[src/rtl/sysctl_pkg.sv]
package sysctl_pkg;

   // Port decode result; the values carry no meaning outside the block
   typedef enum logic [3:0] {
      SEL_NONE,
      SEL_SPECIAL,
      SEL_CPU_CFG,
      SEL_FEATURE,
      SEL_BASE_STAT,
      SEL_LIGHT,
      SEL_EQUIP,
      SEL_LOCK1,
      SEL_LOCK2,
      SEL_L2_INVAL,
      SEL_KEYLOCK,
      SEL_CTRL,
      SEL_L2_STAT,
      SEL_MAP
   } sel_e;

   // Offsets inside the window (software depends on these)
   localparam int OFS_CPU_CFG   = 'h00;
   localparam int OFS_FEATURE   = 'h02;
   localparam int OFS_BASE_STAT = 'h03;
   localparam int OFS_LIGHT     = 'h08;
   localparam int OFS_EQUIP     = 'h0C;
   localparam int OFS_LOCK1     = 'h10;
   localparam int OFS_LOCK2     = 'h12;
   localparam int OFS_L2_INVAL  = 'h14;
   localparam int OFS_KEYLOCK   = 'h18;
   localparam int OFS_CTRL      = 'h1C;
   localparam int OFS_L2_STAT   = 'h23;
   localparam int OFS_MAP       = 'h50;

   // Fixed identification and presence bytes
   localparam logic [7:0] VAL_CPU_CFG   = 8'hEF;
   localparam logic [7:0] VAL_FEATURE   = 8'hAD;
   localparam logic [7:0] VAL_BASE_STAT = 8'hE0;
   localparam logic [7:0] VAL_EQUIP     = 8'h3C;
   localparam logic [7:0] VAL_EXT_FEAT  = 8'h39;
   localparam logic [7:0] VAL_KEYLOCK   = 8'h00;
   localparam logic [7:0] VAL_L2_STAT   = 8'h03;

   // Decode select that drives lock strobe number idx
   function automatic sel_e lock_sel(input int idx);
      return (idx == 0) ? SEL_LOCK1 : SEL_LOCK2;
   endfunction

endpackage

[src/rtl/sysctl_decode.sv]
module sysctl_decode
   import sysctl_pkg::*;
#(
   parameter int ADDR_W       = 16,
   parameter int SPECIAL_PORT = 'h0092,
   parameter int WIN_BASE     = 'h0800,
   parameter int WIN_SIZE     = 'h52
) (
   input  logic [ADDR_W-1:0] addr_i,
   output sel_e              sel_o
);

   localparam logic [ADDR_W-1:0] BASE_A    = ADDR_W'(WIN_BASE);
   localparam logic [ADDR_W-1:0] SIZE_A    = ADDR_W'(WIN_SIZE);
   localparam logic [ADDR_W-1:0] SPECIAL_A = ADDR_W'(SPECIAL_PORT);

   if (WIN_SIZE <= OFS_MAP) begin : g_bad_win
      $error("sysctl_decode: window too small for the map mode port");
   end
   if (WIN_BASE + WIN_SIZE > (1 << ADDR_W)) begin : g_bad_addr
      $error("sysctl_decode: window does not fit in the address width");
   end

   logic [ADDR_W-1:0] ofs;
   logic              in_win;

   always_comb begin
      ofs    = addr_i - BASE_A;
      in_win = (addr_i >= BASE_A) && (ofs < SIZE_A);
   end

   always_comb begin
      sel_o = SEL_NONE;
      if (addr_i == SPECIAL_A) begin
         sel_o = SEL_SPECIAL;
      end else if (in_win) begin
         case (ofs)
            ADDR_W'(OFS_CPU_CFG):   sel_o = SEL_CPU_CFG;
            ADDR_W'(OFS_FEATURE):   sel_o = SEL_FEATURE;
            ADDR_W'(OFS_BASE_STAT): sel_o = SEL_BASE_STAT;
            ADDR_W'(OFS_LIGHT):     sel_o = SEL_LIGHT;
            ADDR_W'(OFS_EQUIP):     sel_o = SEL_EQUIP;
            ADDR_W'(OFS_LOCK1):     sel_o = SEL_LOCK1;
            ADDR_W'(OFS_LOCK2):     sel_o = SEL_LOCK2;
            ADDR_W'(OFS_L2_INVAL):  sel_o = SEL_L2_INVAL;
            ADDR_W'(OFS_KEYLOCK):   sel_o = SEL_KEYLOCK;
            ADDR_W'(OFS_CTRL):      sel_o = SEL_CTRL;
            ADDR_W'(OFS_L2_STAT):   sel_o = SEL_L2_STAT;
            ADDR_W'(OFS_MAP):       sel_o = SEL_MAP;
            default:                sel_o = SEL_NONE;
         endcase
      end
   end

   // The special port must never land inside the window
   always_comb begin
      if (in_win) begin
         AST_SPECIAL_OUTSIDE: assert (addr_i != SPECIAL_A);
      end
   end

endmodule

[src/rtl/sysctl_state.sv]
module sysctl_state
   import sysctl_pkg::*;
#(
   parameter int DATA_W    = 8,
   parameter int CTRL_W    = 4,
   parameter int NUM_LOCKS = 2
) (
   input  logic              clk,
   input  logic              rst_n,
   input  logic              wr_en_i,
   input  sel_e              sel_i,
   input  logic [DATA_W-1:0] wdata_i,
   output logic              cpu_reset_o,
   output logic              le_mode_o,
   output logic              status_light_o,
   output logic [CTRL_W-1:0] sys_ctrl_o,
   output logic              map_mode_o,
   output logic [NUM_LOCKS-1:0] nv_lock_o
);

   if (NUM_LOCKS != 2) begin : g_bad_locks
      $error("sysctl_state: exactly two lock strobes are decoded");
   end
   if (CTRL_W > DATA_W || CTRL_W < 1) begin : g_bad_ctrl
      $error("sysctl_state: control field must fit the data bus");
   end
   if (DATA_W < 2) begin : g_bad_data
      $error("sysctl_state: special port needs two data bits");
   end

   logic wr_special, wr_light, wr_ctrl, wr_map;

   always_comb begin
      wr_special = wr_en_i && (sel_i == SEL_SPECIAL);
      wr_light   = wr_en_i && (sel_i == SEL_LIGHT);
      wr_ctrl    = wr_en_i && (sel_i == SEL_CTRL);
      wr_map     = wr_en_i && (sel_i == SEL_MAP);
   end

   always_ff @(posedge clk) begin
      if (!rst_n) begin
         cpu_reset_o    <= 1'b0;
         le_mode_o      <= 1'b0;
         status_light_o <= 1'b0;
         sys_ctrl_o     <= '0;
         map_mode_o     <= 1'b0;
      end else begin
         if (wr_special) begin
            cpu_reset_o <= wdata_i[0];
            le_mode_o   <= wdata_i[1];
         end
         if (wr_light) status_light_o <= wdata_i[0];
         if (wr_ctrl)  sys_ctrl_o     <= wdata_i[CTRL_W-1:0];
         if (wr_map)   map_mode_o     <= wdata_i[0];
      end
   end

   for (genvar gi = 0; gi < NUM_LOCKS; gi++) begin : g_lock
      always_ff @(posedge clk) begin
         if (!rst_n) nv_lock_o[gi] <= 1'b0;
         else        nv_lock_o[gi] <= wr_en_i && (sel_i == lock_sel(gi));
      end
   end

   AST_RESET_LEVEL: assert property (@(posedge clk) disable iff (!rst_n)
      wr_special |=> (cpu_reset_o == $past(wdata_i[0])));
   AST_ENDIAN_HOLD: assert property (@(posedge clk) disable iff (!rst_n)
      !wr_special |=> $stable(le_mode_o));
   AST_LIGHT_HOLD: assert property (@(posedge clk) disable iff (!rst_n)
      !wr_light |=> $stable(status_light_o));
   AST_CTRL_HOLD: assert property (@(posedge clk) disable iff (!rst_n)
      !wr_ctrl |=> $stable(sys_ctrl_o));
   AST_MAP_FOLLOW: assert property (@(posedge clk) disable iff (!rst_n)
      wr_map |=> (map_mode_o == $past(wdata_i[0])));
   AST_LOCK1_CAUSE: assert property (@(posedge clk) disable iff (!rst_n)
      nv_lock_o[0] |-> $past(wr_en_i && (sel_i == SEL_LOCK1)));
   AST_LOCK2_CAUSE: assert property (@(posedge clk) disable iff (!rst_n)
      nv_lock_o[1] |-> $past(wr_en_i && (sel_i == SEL_LOCK2)));
   AST_LOCK_EXCL: assert property (@(posedge clk) disable iff (!rst_n)
      $onehot0(nv_lock_o));

endmodule

[src/rtl/sysctl_rdmux.sv]
module sysctl_rdmux
   import sysctl_pkg::*;
#(
   parameter int DATA_W = 8,
   parameter int CTRL_W = 4
) (
   input  logic              clk,
   input  logic              rst_n,
   input  logic              rd_en_i,
   input  sel_e              sel_i,
   input  logic              le_mode_i,
   input  logic [CTRL_W-1:0] sys_ctrl_i,
   input  logic              map_mode_i,
   output logic [DATA_W-1:0] rdata_o
);

   localparam logic [DATA_W-1:0] ALL_ONES = '1;

   if (DATA_W < 8) begin : g_bad_width
      $error("sysctl_rdmux: fixed bytes need a data bus of at least 8 bits");
   end

   logic [DATA_W-1:0] rd_next;

   always_comb begin
      rd_next = ALL_ONES;
      case (sel_i)
         SEL_SPECIAL:   rd_next = DATA_W'({le_mode_i, 1'b0});
         SEL_CPU_CFG:   rd_next = DATA_W'(VAL_CPU_CFG);
         SEL_FEATURE:   rd_next = DATA_W'(VAL_FEATURE);
         SEL_BASE_STAT: rd_next = DATA_W'(VAL_BASE_STAT);
         SEL_EQUIP:     rd_next = DATA_W'(VAL_EQUIP);
         SEL_LOCK1:     rd_next = DATA_W'(VAL_EXT_FEAT);
         SEL_KEYLOCK:   rd_next = DATA_W'(VAL_KEYLOCK);
         SEL_CTRL:      rd_next = DATA_W'(sys_ctrl_i);
         SEL_L2_STAT:   rd_next = DATA_W'(VAL_L2_STAT);
         SEL_MAP:       rd_next = DATA_W'(map_mode_i);
         default:       rd_next = ALL_ONES;
      endcase
   end

   always_ff @(posedge clk) begin
      if (!rst_n)       rdata_o <= '0;
      else if (rd_en_i) rdata_o <= rd_next;
   end

   AST_RDATA_HOLD: assert property (@(posedge clk) disable iff (!rst_n)
      !rd_en_i |=> $stable(rdata_o));
   AST_UNMAPPED_ONES: assert property (@(posedge clk) disable iff (!rst_n)
      (rd_en_i && (sel_i == SEL_NONE || sel_i == SEL_L2_INVAL)) |=> (rdata_o == ALL_ONES));
   AST_SPECIAL_SHAPE: assert property (@(posedge clk) disable iff (!rst_n)
      (rd_en_i && sel_i == SEL_SPECIAL) |=> ($countones(rdata_o) <= 1 && rdata_o[0] == 1'b0));

endmodule

[src/rtl/sysctl_regs.sv]
module sysctl_regs
   import sysctl_pkg::*;
#(
   parameter int ADDR_W       = 16,
   parameter int DATA_W       = 8,
   parameter int CTRL_W       = 4,
   parameter int NUM_LOCKS    = 2,
   parameter int SPECIAL_PORT = 'h0092,
   parameter int WIN_BASE     = 'h0800,
   parameter int WIN_SIZE     = 'h52
) (
   input  logic                 clk,
   input  logic                 rst_n,
   input  logic [ADDR_W-1:0]    addr_i,
   input  logic [DATA_W-1:0]    wdata_i,
   input  logic                 wr_en_i,
   input  logic                 rd_en_i,
   output logic [DATA_W-1:0]    rdata_o,
   output logic                 cpu_reset_o,
   output logic                 le_mode_o,
   output logic                 status_light_o,
   output logic [CTRL_W-1:0]    sys_ctrl_o,
   output logic                 map_mode_o,
   output logic [NUM_LOCKS-1:0] nv_lock_o
);

   sel_e sel;

   sysctl_decode #(
      .ADDR_W       (ADDR_W),
      .SPECIAL_PORT (SPECIAL_PORT),
      .WIN_BASE     (WIN_BASE),
      .WIN_SIZE     (WIN_SIZE)
   ) i_decode (
      .addr_i (addr_i),
      .sel_o  (sel)
   );

   sysctl_state #(
      .DATA_W    (DATA_W),
      .CTRL_W    (CTRL_W),
      .NUM_LOCKS (NUM_LOCKS)
   ) i_state (
      .clk            (clk),
      .rst_n          (rst_n),
      .wr_en_i        (wr_en_i),
      .sel_i          (sel),
      .wdata_i        (wdata_i),
      .cpu_reset_o    (cpu_reset_o),
      .le_mode_o      (le_mode_o),
      .status_light_o (status_light_o),
      .sys_ctrl_o     (sys_ctrl_o),
      .map_mode_o     (map_mode_o),
      .nv_lock_o      (nv_lock_o)
   );

   sysctl_rdmux #(
      .DATA_W (DATA_W),
      .CTRL_W (CTRL_W)
   ) i_rdmux (
      .clk        (clk),
      .rst_n      (rst_n),
      .rd_en_i    (rd_en_i),
      .sel_i      (sel),
      .le_mode_i  (le_mode_o),
      .sys_ctrl_i (sys_ctrl_o),
      .map_mode_i (map_mode_o),
      .rdata_o    (rdata_o)
   );

   AST_NO_RESET_GLITCH: assert property (@(posedge clk) disable iff (!rst_n)
      !(wr_en_i && addr_i == ADDR_W'(SPECIAL_PORT)) |=> $stable(cpu_reset_o));

endmodule

[config.mk]
export PLATFORM = sky130hd
export DESIGN_NAME = sysctl_regs
export DESIGN_NICKNAME = d
export VERILOG_FILES = /design/src/rtl/sysctl_pkg.sv /design/src/rtl/sysctl_decode.sv /design/src/rtl/sysctl_state.sv /design/src/rtl/sysctl_rdmux.sv /design/src/rtl/sysctl_regs.sv
export SDC_FILE = /design/constraint.sdc
export NUM_CORES = 1
export LEC_CHECK = 0
export ABC_AREA = 1
export BUFFER_PORTS_ARGS = -buffer_cell sky130_fd_sc_hd__buf_2
export CORE_MARGIN = 1
export CORE_UTILIZATION = 40
export CTS_CLUSTER_DIAMETER = 80
export DETAILED_ROUTE_END_ITERATION = 7
export PLACE_DENSITY = 0.64
export SYNTH_ARGS = -nofsm -noshare
export SYNTH_HDL_FRONTEND = slang
export SYNTH_SLANG_ARGS = --single-unit
[constraint.sdc]
create_clock -name clk -period 1.6 [get_ports clk]
set_input_delay 0.08 -clock clk [delete_from_list [all_inputs] [get_ports clk]]
set_output_delay 0.08 -clock clk [all_outputs]
set_load 0.02 [all_outputs]
Word level (Yosys, flattened, before mapping)
Index checks and enable logic that the tools add are counted.

storage, ports and cells
  bits in registers = 18
  input port bits = 28

cells by class
  $add $sub $neg = 1
  reductions and logical operators = 8
  order comparisons = 2
  equality and inequality tests = 24
  muxes and demuxes = 4

operators by type and width
  cell                                                                     number
  16-bit by 5-bit == test with 1-bit output, second input constant         5
  8-bit one-hot mux with 10 select lines                                   1
  4-bit one-hot mux with 12 select lines                                   1
  16-bit by 2-bit == test with 1-bit output, second input constant         2
  16-bit by 4-bit == test with 1-bit output, second input constant         2
  4-bit == test, second input constant                                     5
  16-bit by 6-bit == test with 1-bit output, second input constant         1
  16-bit by 7-bit == test with 1-bit output, second input constant         1
  16-bit by 8-bit == test with 1-bit output, second input constant         1
  4-bit by 3-bit == test with 1-bit output, second input constant          4
  16-bit by 12-bit >= comparator with 1-bit output, second input constant  1
  16-bit zero test                                                         1
  16-bit by 7-bit < comparator with 1-bit output, second input constant    1
  16-bit by 12-bit subtractor with 16-bit output, second input constant    1
  4-bit by 2-bit == test with 1-bit output, second input constant          2
  4-bit 2-to-1 mux                                                         2
  1-bit logical AND                                                        7
  4-bit by 1-bit == test with 1-bit output, second input constant          1

Logic depth before layout (Yosys ltp)
Gate-level depths: netlist of the first run.

  depth in word-level cells = 7
  gate-level depth with buffers = 15

By module
Synthesis of the first run repeated with hierarchy kept, for this count alone.

unflattened totals
  cell total of the unflattened synthesis = 230
  area total of the unflattened synthesis = 1427.6 µm²

by module, submodules not included
  module         area an instance (µm²)  cells an instance  instances
  sysctl_decode  495.5                   92                 1
  sysctl_rdmux   490.5                   74                 1
  sysctl_state   441.7                   64                 1

Worst setup path after synthesis of the first run
Ideal clock, no wire load.

  path type = input port to flip-flop
  start = in addr_i[11]
  end = reg i_rdmux.rdata_o[0]
  cell stages on the path = 14
  data arrival time = 1.315 ns
  path slack = 0.147 ns
  path buffers = 1
  cell sequence = inv_1 -> ha_1 -> nand2_1 -> inv_1 -> nand2_1 -> nor2_4 -> buf_6 -> nand3_1 -> nand2_1 -> nor2_4 -> nand3_4 -> nand3_1 -> nand2_1 -> a21oi_2

on the way
  cells in the longest elaborated chain, start to end = 7
  elaborated cells on any way between the ends = 31

RTL lines
  what                                                                                line                                      text
  start: declaration                                                                  sysctl_regs.sv:14                         input logic [ADDR_W-1:0] addr_i,
  16-bit by 12-bit subtractor with 16-bit output                                      sysctl_decode.sv:28                       ofs = addr_i - BASE_A;
  16-bit by 7-bit < comparator with 1-bit output, or another cell as far along        sysctl_decode.sv:29                       in_win = (addr_i >= BASE_A) && (ofs < SIZE_A);
  1-bit logical AND / 4-bit one-hot mux with 12 select lines (equally long branches)  sysctl_decode.sv:29, sysctl_decode.sv:37
  4-bit 2-to-1 mux                                                                    sysctl_decode.sv:36                       end else if (in_win) begin
  4-bit 2-to-1 mux (*)                                                                sysctl_decode.sv:34                       if (addr_i == SPECIAL_A) begin
  4-bit == test, or another cell as far along                                         sysctl_rdmux.sv:27                        case (sel_i)
  8-bit one-hot mux with 10 select lines (*)                                          sysctl_rdmux.sv:27
  end signal: assignment                                                              sysctl_rdmux.sv:44                        else if (rd_en_i) rdata_o <= rd_next;
  end: declaration                                                                    sysctl_rdmux.sv:14                        output logic [DATA_W-1:0] rdata_o

Mark *: on every way between the ends. The rest lies on a longest branch, timed or not.
A chain may end at the register's enable or synchronous reset.

Worst setup path in the final report of the first run
  start = in addr_i[11]
  end = reg i_rdmux.rdata_o[5]

The elaborated chain is that of the path after synthesis.

==> results of run 1 <==
-- metrics by stage --
stage / setup WS [ps] / TNS, ps / area (um^2) / hold slack, ps / util, %
finish: 229 / 0 / 1850 / 32.1 / 54.9
global route: 11.2 / 0 / 1850 / 18.8 / 54.9
CTS: 243 / 0 / 1850 / 29.0 / 54.9
detailed placement: -62.9 / -278 / 1830 / 341 / 54.3
global placement: -17.3 / -27.8 / 1830 / 342 / 54.3
floorplan: 147 / 0 / 1430 / 216 / -
-- registers in the layout, summed over array words and instances, names as in the netlist --
name / flops
i_state.cpu_reset_o: 1
i_state.sys_ctrl_o: 4
i_state.map_mode_o: 1
i_state.nv_lock_o: 2
i_state.status_light_o: 1
i_rdmux.rdata_o: 8
i_state.le_mode_o: 1
-- logic make-up after synthesis --
family / Yosys count / share of synthesized area, %
buf+inv: 30 / 9.48
compound gates: 22 / 9.83
flops: 18 / 25.3
simple gates: 160 / 54.5
fa+ha+maj: 1 / 0.878
-- final timing paths --
kind                                            start                             endpoint  slack, ps  cells after the start
setup / recovery                           addr_i[11]      i_rdmux.rdata_o[5]$_SDFFE_PN0P_        230                     16
hold / removal                             wdata_i[2]   i_state.sys_ctrl_o[2]$_SDFFE_PN0P_         30                      3
setup reg to reg   i_state.sys_ctrl_o[0]$_SDFFE_PN0P_      i_rdmux.rdata_o[0]$_SDFFE_PN0P_        690                      6
hold reg to reg   i_state.status_light_o$_SDFFE_PN0P_  i_state.status_light_o$_SDFFE_PN0P_        470                      2
-- cell type report --
class / count / area [um^2] / share of cell area [%]
Inverter: 26 / 97.6 / 5.28
Tap cell: 46 / 57.6 / 3.11
Timing Repair Buffer: 61 / 380 / 20.6
Sequential cell: 18 / 360 / 19.5
Clock buffer: 3 / 22.5 / 1.22
Multi-Input combinational cell: 183 / 930 / 50.3
-- layer usage --
metal	global-route usage, %	vias to the layer above	wire [um]
met1	24.3	680	1550
li1	-	860	-
met4	2.54	0	12
met5	0	-	0
met2	36.1	25	1600
met3	3.93	2	93
-- cells in the final DEF (no fill, tap or decap), types with 4 or more instances in the layout --
master,Yosys,layout
buf_4,0,18
a21oi_1,8,8
nand3_1,19,19
nor2_1,44,44
nand3_2,4,4
nor2_2,5,5
o21ai_0,4,4
inv_1,25,25
nand4_1,5,5
nand2_1,59,59
nor2_4,4,4
a21oi_2,7,7
nor3_1,9,9
dfxtp_1,18,18
buf_2,0,41
nand2_2,8,8
-- worst max-delay path: cells and delay by family --
family,cells,cell delay [ps]
AOI/OAI and AO/OA,1,110
buffers and inverters,4,200
and+or+nand+nor,10,900
adders and majority gates,1,270
-- where the power goes --
part | internal, uW | switching [uW] | leakage [uW]
registers | 461 | 5.64 | 0.000147
logic | 73.6 | 119 | 0.000760
clock network | 87.4 | 128 | 0.0000138
==> results.md, run 1 <==
* Die height at 61.7 um
* Largest net degree at the start of global routing at 15
* Global route total overflow at 0
* Minimum clock period at 1370 ps
* Drt wl/cell at 9.66 um
* Mean Syn Cell Area at 6.17 um^2
* Core Region at 3360 um^2
* Yosys Warn Count at 0
* Clk pin slew, worst setup/hold paths at 90 ps
* Mapped Cells at 231
* Yosys top cell area share at 25.3%
* Sequential area share after synthesis at 25.3%
* Total Power at 875 uW
* Fmax at 0.730 GHz
* DIE AREA at 3810 um^2
* Post-Place Cells at 334
* Die Width at 61.7 um
* First-pass GRT wire length at 5750 um
* Total Wirelength at 3260 um
* Starting density of the core at 42.4%
* Post-Synthesis Net Count at 260
* Synth Flop Type: dfxtp_1
* Top cells by area, synth: dfxtp_1, nand2_1, nor2_1, nand3_1, inv_1
* HP Class: in2reg
* Kind of critical path: in2reg
* Layout cells sized above 1 at 33.0%
* Vias/cell at 4.65
* Final setup viols at 0
* Postcts setup bufs at 0
* Clock Latency Late Sink at 280 ps
* CTS Root Buffer Type: clkbuf_4
* RSZ-0062 raised after global routing: no
* # clock sinks at 18
* Synthesized area at 1430 um^2
* Worst slew margin at 81.5%
* H-Tree Depth at 1
* CP required at 1790 ps
* EDFF count, synth at 0
* Synth Register Bits at 18
* DRC at 0
* Antenna-violating nets left at 0
* Worst slew pin tran at 276 ps
* Asr flop ratio synth at 0%
* Crit start category: primary input
* # IOs at 46
* Crit-path max FO at 8
* Vias post-DR at 1567
* # diodes at 0
* DR pass1 iterations at 4
* Max-slew violation count at 0
* Status: completed
* Clock Tree Buf Depth at 2
* CTS buffer count at 3
* Antenna violations before repair at 0
* Maximum VDD drop at 0.000378 V
* Row Count at 21
* Gp weighted congestion at 0.877
* Finished Layout Cells at 337
* Max Cap Viol at 0
* Most frequent cell after synthesis: nand2_1
* 1st-iter DRT viols at 33
* Filler cells at 397
* Pleak at 0.000921 uW
* Synth cell types at 22
* Total GRT Usage at 19.7%
* CP peak stage delay at 270 ps
* CP Capture Type: flip-flop
* IO Port Bufs at 41
* Crit path cell chain: buf_2, inv_1, ha_1, nand2_1, inv_1, nand2_1, nor2_4, nand2_2, nor2_1, nor2_1, o21ai_1, nor2_1, nand2_1, nand3_1, nand2_1, inv_1
* Hold Buf Count CTS at 0
* DP HPWL at 2810 um
* Layout Nets at 322
* Largest area contributor in the synthesized netlist: dfxtp_1
* Final period utilization at 85.7%
* Critical Path Slowest Stage Cell: ha_1
* Worst path most repeated cell: nand2_1
* Synth top cells by count: nand2_1, nor2_1, inv_1
* Endpoints failing hold at 0
* Pwr Density at 473 nW/um^2
* CTS tree: built
* Layout area overhead at 29.7%
* WP data arrival at 1560 ps
* Vias in the first global route at 1447
* Post-CTS sizing at 0
* Setup Skew at 3.31 ps
Note: power is estimated with default switching activity, not from simulation.
==> run 2: changes to the inputs <==
HOLD_SLACK_MARGIN = 0.15   (was not set)
==> run 2 against run 1 <==
  * Wire length grew 3.6%
  * Clock power is essentially flat
  * Largest cell class unchanged
  * Flip-flop and latch count is the same
==> results.md, run 2 (synthesized netlist as in run 1, its figures left out) <==
* Max FFs per register at 8 (unchanged)
* DR pass1 iterations at 4 (unchanged)
* Worst flop-to-flop path startpoint: i_state.le_mode_o$_SDFFE_PN0P_
* Worst slew margin at 81.5% (about the same)
* # clock sinks at 18 (unchanged)
* Max Cap Viol at 0 (unchanged)
* Final setup viols at 0 (unchanged)
* CTS tree: built
* CTS buffer count at 3 (unchanged)
* Most common cell after layout, fill and taps aside: nand2_1
* Finished Layout Cells at 345 (+2.4%)
* WP buf/inv at 4 (unchanged)
* Starting density of the core at 42.4% (unchanged)
* Setup Skew at 3.33 ps (+0.0242 ps)
* FF-to-FF End: i_state.le_mode_o$_SDFFE_PN0P_
* Fin Setup TNS at 0 ps (unchanged)
* DP HPWL at 2810 um (unchanged)
* Pwr Density at 459 nW/um^2 (-3.1%)
* Vias in the first global route at 1489 (+2.9%)
* Total Wirelength at 3370 um (+3.6%)
* Vias/cell at 4.63 (-0.39%)
* Endpoints failing hold at 0 (unchanged)
* IO Port Bufs at 41 (unchanged)
* DRC at 0 (unchanged)
* Layout cells sized above 1 at 33.1% (+0.12 points)
* Largest delay contributor family on the critical path: buffers and inverters
* Vias post-DR at 1598 (+2.0%)
* CP required at 1770 ps (-20 ps)
* Post-Place Cells at 334 (unchanged)
* CP peak stage delay at 560 ps (+290 ps)
* First-pass GRT wire length at 5950 um (+3.6%)
* H-Tree Depth at 1 (unchanged)
* Max-slew violation count at 0 (unchanged)
* Largest register by flop count: i_rdmux.rdata_o
* Fmax at 0.675 GHz (-7.5%)
* Clock Tree Buf Depth at 2 (unchanged)
* Critical Path Slowest Stage Cell: dlygate4sd3_1
* DIE AREA at 3810 um^2 (unchanged)
* Worst path most repeated cell: dlygate4sd3_1
* Final period utilization at 92.6% (+6.9 points)
* Largest net degree at the start of global routing at 15 (unchanged)
* Commonest cells after routing, fill and taps aside: nand2_1, nor2_1, buf_2, inv_1
* Minimum clock period at 1480 ps (+111 ps)
* Hold path endpoint: i_state.cpu_reset_o$_SDFFE_PN0P_
* 1st-iter DRT viols at 33 (unchanged)
* Clock Latency Late Sink at 280 ps (about the same)
* Final WS setup at 118 ps (-111 ps)
* Pleak at 0.000956 uW (+3.8%)
* Reg2reg setup slack at 420 ps (-270 ps)
* Kind of critical path: in2reg
* CTS Root Buffer Type: clkbuf_4
* HP Class: in2reg
* Crit start category: primary input
* Row Count at 21 (unchanged)
* # diodes at 0 (unchanged)
* Total Power at 888 uW (+1.5%)
* WP data arrival at 1660 ps (+100 ps)
* Gp weighted congestion at 0.877 (unchanged)
* Hold_sp: addr_i[14]
* Crit-path max FO at 6 (-2)
* Layout area overhead at 35.8%
* # IOs at 46 (unchanged)
* Hold Crit Depth at 5 (+2)
* Antenna violations before repair at 0 (unchanged)
* Total GRT Usage at 20.4% (+0.69 points)
* Hold slack at 261 ps (+229 ps)
* RSZ-0062 raised after global routing: no
* CP Capture Type: flip-flop
* Global route total overflow at 0 (unchanged)
* Register-to-Register Path Depth at 3 (-3)
* Largest regs: i_rdmux.rdata_o x8, i_state.sys_ctrl_o x4, i_state.nv_lock_o x2
* Die Width at 61.7 um (unchanged)
* Crit path cell chain: dlygate4sd3_1, buf_2, inv_2, nor3_1, nor2_1, dlygate4sd3_1
* Die height at 61.7 um (unchanged)
* Antenna-violating nets left at 0 (unchanged)
* Layout Nets at 330 (+2.5%)
* Clk pin slew, worst setup/hold paths at 90 ps (about the same)
* Worst slew pin tran at 276 ps (-0.133 ps)
* Core Region at 3360 um^2 (unchanged)
* Pre-CTS WS at -62.9 ps (unchanged)
* Maximum VDD drop at 0.000373 V (-1.3%)
* Postcts setup bufs at 0 (unchanged)
* Drt wl/cell at 9.77 um (+1.2%)
* Status: completed
-- run 2: layout make-up --
cell class | count | area, um^2
tap | 46 | 57.6
fill | 384 | 1430
sequential | 18 | 360
timing repair buffer | 69 | 460
clock buffer | 3 | 22.5
inverter | 26 | 97.6
multi-input combinational | 183 | 937
-- run 2: worst register-to-register path: stages (launching register included) --
cell and delay [ps]:
dfxtp_1 340, o21ai_1 130, nor2_1 50, dlygate4sd3_1 560
-- run 2: worst max-delay path by stage --
| stage | from | slack, ps | cells past startpoint | endpoint |
|---|---|---|---|---|
| global route | addr_i[11] | 10 | 16 | i_rdmux.rdata_o[5]$_SDFFE_PN0P_ |
| finish | wr_en_i | 120 | 6 | i_state.le_mode_o$_SDFFE_PN0P_ |
| floorplan | addr_i[11] | 150 | 14 | i_rdmux.rdata_o[0]$_SDFFE_PN0P_ |
| global placement | addr_i[11] | -20 | 16 | i_rdmux.rdata_o[5]$_SDFFE_PN0P_ |
| detailed placement | addr_i[11] | -60 | 16 | i_rdmux.rdata_o[5]$_SDFFE_PN0P_ |
| CTS | wr_en_i | 60 | 7 | i_state.le_mode_o$_SDFFE_PN0P_ |
-- run 2: metrics by stage --
step | utilization (%) | cell area [um^2]
finish | 57.6 | 1940
global route | 57.6 | 1940
CTS | 57.3 | 1930
detailed placement | 54.3 | 1830
global placement | 54.3 | 1830
floorplan | - | 1430
-- run 2: what timing repair did --
item,4_1_cts,5_1_grt
endpoints found under the setup margin,0,1
hold buffers,8,0
hold endpoints to repair,16,0
gates resized for setup,0,4
-- run 2: where the power goes --
group	internal [uW]	switching, uW	total (uW)
Combinational	84.8	122	207
Clock	87.3	127	214
Sequential	461	5.64	467
Total	633	254	888
-- run 2: routing by layer --
metal	vias to the layer above	GRT usage, %	share of wire (%)
met5	-	0	0
met4	0	2.54	0.47
met3	2	3.93	2.7
met2	26	37.8	49
met1	694	25.0	47
li1	876	-	-
==> run 3: changes to the inputs <==
CAP_MARGIN = 30   (was not set)
CORE_UTILIZATION = 51   (was 40)
PLACE_DENSITY = 0.79   (was 0.64)
==> run 3 against run 2 <==
  * Final cell count down 4.3%
  * Utilization up 17 points
  * Combinational power about the same
  * Critical path type unchanged
  * Sequential power about the same
==> results.md, run 3 (synthesized netlist as in run 1, its figures left out) <==
* CP peak stage delay at 550 ps (about the same)
* Worst flop-to-flop path startpoint: i_state.le_mode_o$_SDFFE_PN0P_
* Worst slew pin tran at 293 ps (+17.1 ps)
* Antenna violations before repair at 0 (unchanged)
* Crit path cell chain: dlygate4sd3_1, buf_2, inv_2, nor2_2, o21ai_0, nor2_1, dlygate4sd3_1
* DP HPWL at 2690 um (-4.1%)
* WP data arrival at 1700 ps (+40 ps)
* Layout area overhead at 34.5%
* Hold_sp: addr_i[14]
* Maximum VDD drop at 0.000650 V (+74%)
* Largest net degree at the start of global routing at 15 (unchanged)
* Most common cell after layout, fill and taps aside: nand2_1
* CTS tree: built
* Antenna-violating nets left at 0 (unchanged)
* Vias/cell at 4.96 (+7.0%)
* Core Region at 2570 um^2 (-24%)
* Max-slew violation count at 0 (unchanged)
* Total Wirelength at 3480 um (+3.2%)
* Met2 Use GR at 45.2% (+7.4 points)
* IO Port Bufs at 41 (unchanged)
* Pleak at 0.000955 uW (about the same)
* CP required at 1800 ps (+30 ps)
* Commonest cells after routing, fill and taps aside: nand2_1, nor2_1, buf_2, inv_1, buf_4
* Kind of critical path: in2reg
* Endpoints failing hold at 0 (unchanged)
* Crit-path max FO at 6 (unchanged)
* Worst slew margin at 80.3% (-1.1 points)
* Layout cells sized above 1 at 33.3% (+0.22 points)
* Global route total overflow at 0 (unchanged)
* Clock Latency Late Sink at 300 ps (+20 ps)
* Hold slack at 263 ps (+2.06 ps)
* RSZ-0062 raised after global routing: no
* Die height at 54.9 um (-11%)
* Clock Tree Buf Depth at 2 (unchanged)
* DR pass1 iterations at 4 (unchanged)
* Minimum clock period at 1500 ps (+22.4 ps)
* Largest regs: i_rdmux.rdata_o x8, i_state.sys_ctrl_o x4, i_state.nv_lock_o x2
* CTS buffer count at 3 (unchanged)
* Die Width at 54.9 um (-11%)
* Setup Skew at 4.45 ps (+1.12 ps)
* Largest register by flop count: i_rdmux.rdata_o
* Worst path most repeated cell: dlygate4sd3_1
* # IOs at 46 (unchanged)
* Final Cell Area at 1920 um^2 (-0.97%)
* Total Power at 967 uW (+8.9%)
* FF-to-FF End: i_state.le_mode_o$_SDFFE_PN0P_
* Row Count at 18 (-14%)
* Hold Crit Depth at 5 (unchanged)
* Most Used Layer, Global Route: met2
* Final setup viols at 0 (unchanged)
* Final Core Density at 74.7% (+17 points)
* Reg2reg setup slack at 390 ps (-30 ps)
* Drt wl/cell at 10.5 um (+7.9%)
* HP Class: in2reg
* Met1 Usage GRT at 33.4% (+8.4 points)
* Gp weighted congestion at 0.876 (-0.16%)
* H-Tree Depth at 1 (unchanged)
* Starting density of the core at 55.5% (+13 points)
* Met3 usage at 6.94% (+3.0 points)
* Final period utilization at 94.0% (+1.4 points)
* Register-to-Register Path Depth at 3 (unchanged)
* First-pass GRT wire length at 5860 um (-1.6%)
* Vias in the first global route at 1419 (-4.7%)
* Hold path endpoint: i_state.cpu_reset_o$_SDFFE_PN0P_
* Vias post-DR at 1636 (+2.4%)
* Critical Path Slowest Stage Cell: dlygate4sd3_1
* DRC at 0 (unchanged)
* Layout Nets at 330 (unchanged)
* Pwr Density at 504 nW/um^2 (+10%)
* Placed Area at 1790 um^2 (-1.8%)
* Total GRT Usage at 26.5% (+6.1 points)
* CTS Root Buffer Type: clkbuf_4
* Max FFs per register at 8 (unchanged)
* Crit start category: primary input
* # clock sinks at 18 (unchanged)
* Fin Setup TNS at 0 ps (unchanged)
* CP Capture Type: flip-flop
* DIE AREA at 3010 um^2 (-21%)
* 1st-iter DRT viols at 33 (unchanged)
* Clk pin slew, worst setup/hold paths at 100 ps (about the same)
* Max Cap Viol at 0 (unchanged)
* # diodes at 0 (unchanged)
* Fmax at 0.665 GHz (-1.5%)
* Status: completed
[run 3: cell count changes in the layout (fill, tap and decap cells not counted)]
cell / change
o21ai_0: +1
buf_12: -1
clkbuf_8: +1
o21ai_1: -1
buf_4: +1
[run 3: what timing repair did]
item / in CTS / in global routing
hold endpoints to repair: 17 / 0
hold buffers: 8 / 0
buffers inserted: 0 / 0
resized for setup: 0 / 3
setup endpoints to repair: 0 / 1
[run 3: through the flow]
stage          setup slack [ps]  std cells
3_3_place_gp              -63.2        318
3_5_place_dp              -84.1        318
2_1_floorplan               147        231
5_1_grt                    23.2        330
4_1_cts                    64.0        330
6_report                   95.8        330
[run 3: worst max-delay path, delay by kind of cell]
family,cells,cell delay [ps]
buf+inv,4,1360
compound gates,1,140
simple gates,2,120
[run 3: report_power, final]
group	switching, uW	internal [uW]
sequential	5.83	461
clock	151	139
combinational	124	85.1
total	282	685
[run 3: worst max path at each step]
stage / startpoint / end / slack, ps
after global routing: addr_i[12] / i_state.le_mode_o$_SDFFE_PN0P_ / 20
after CTS: wr_en_i / i_state.le_mode_o$_SDFFE_PN0P_ / 60
after detailed placement: addr_i[11] / i_rdmux.rdata_o[5]$_SDFFE_PN0P_ / -80
final: wr_en_i / i_state.le_mode_o$_SDFFE_PN0P_ / 100
after global placement: addr_i[11] / i_rdmux.rdata_o[5]$_SDFFE_PN0P_ / -60
after floorplan: addr_i[11] / i_rdmux.rdata_o[0]$_SDFFE_PN0P_ / 150
[run 3: final cells by class]
class                           instances  area [um^2]
Inverter                               26         97.6
Sequential cell                        18          360
Tap cell                               30         37.5
Clock buffer                            4         36.3
Timing Repair Buffer                   69          448
Multi-Input combinational cell        183          937
Fill cell                             218          651
[run 3: layer usage]
metal	wire, um	vias to the layer above
met5	0	-
met1	1650	724
met4	8	0
li1	-	874
met2	1670	36
met3	154	2
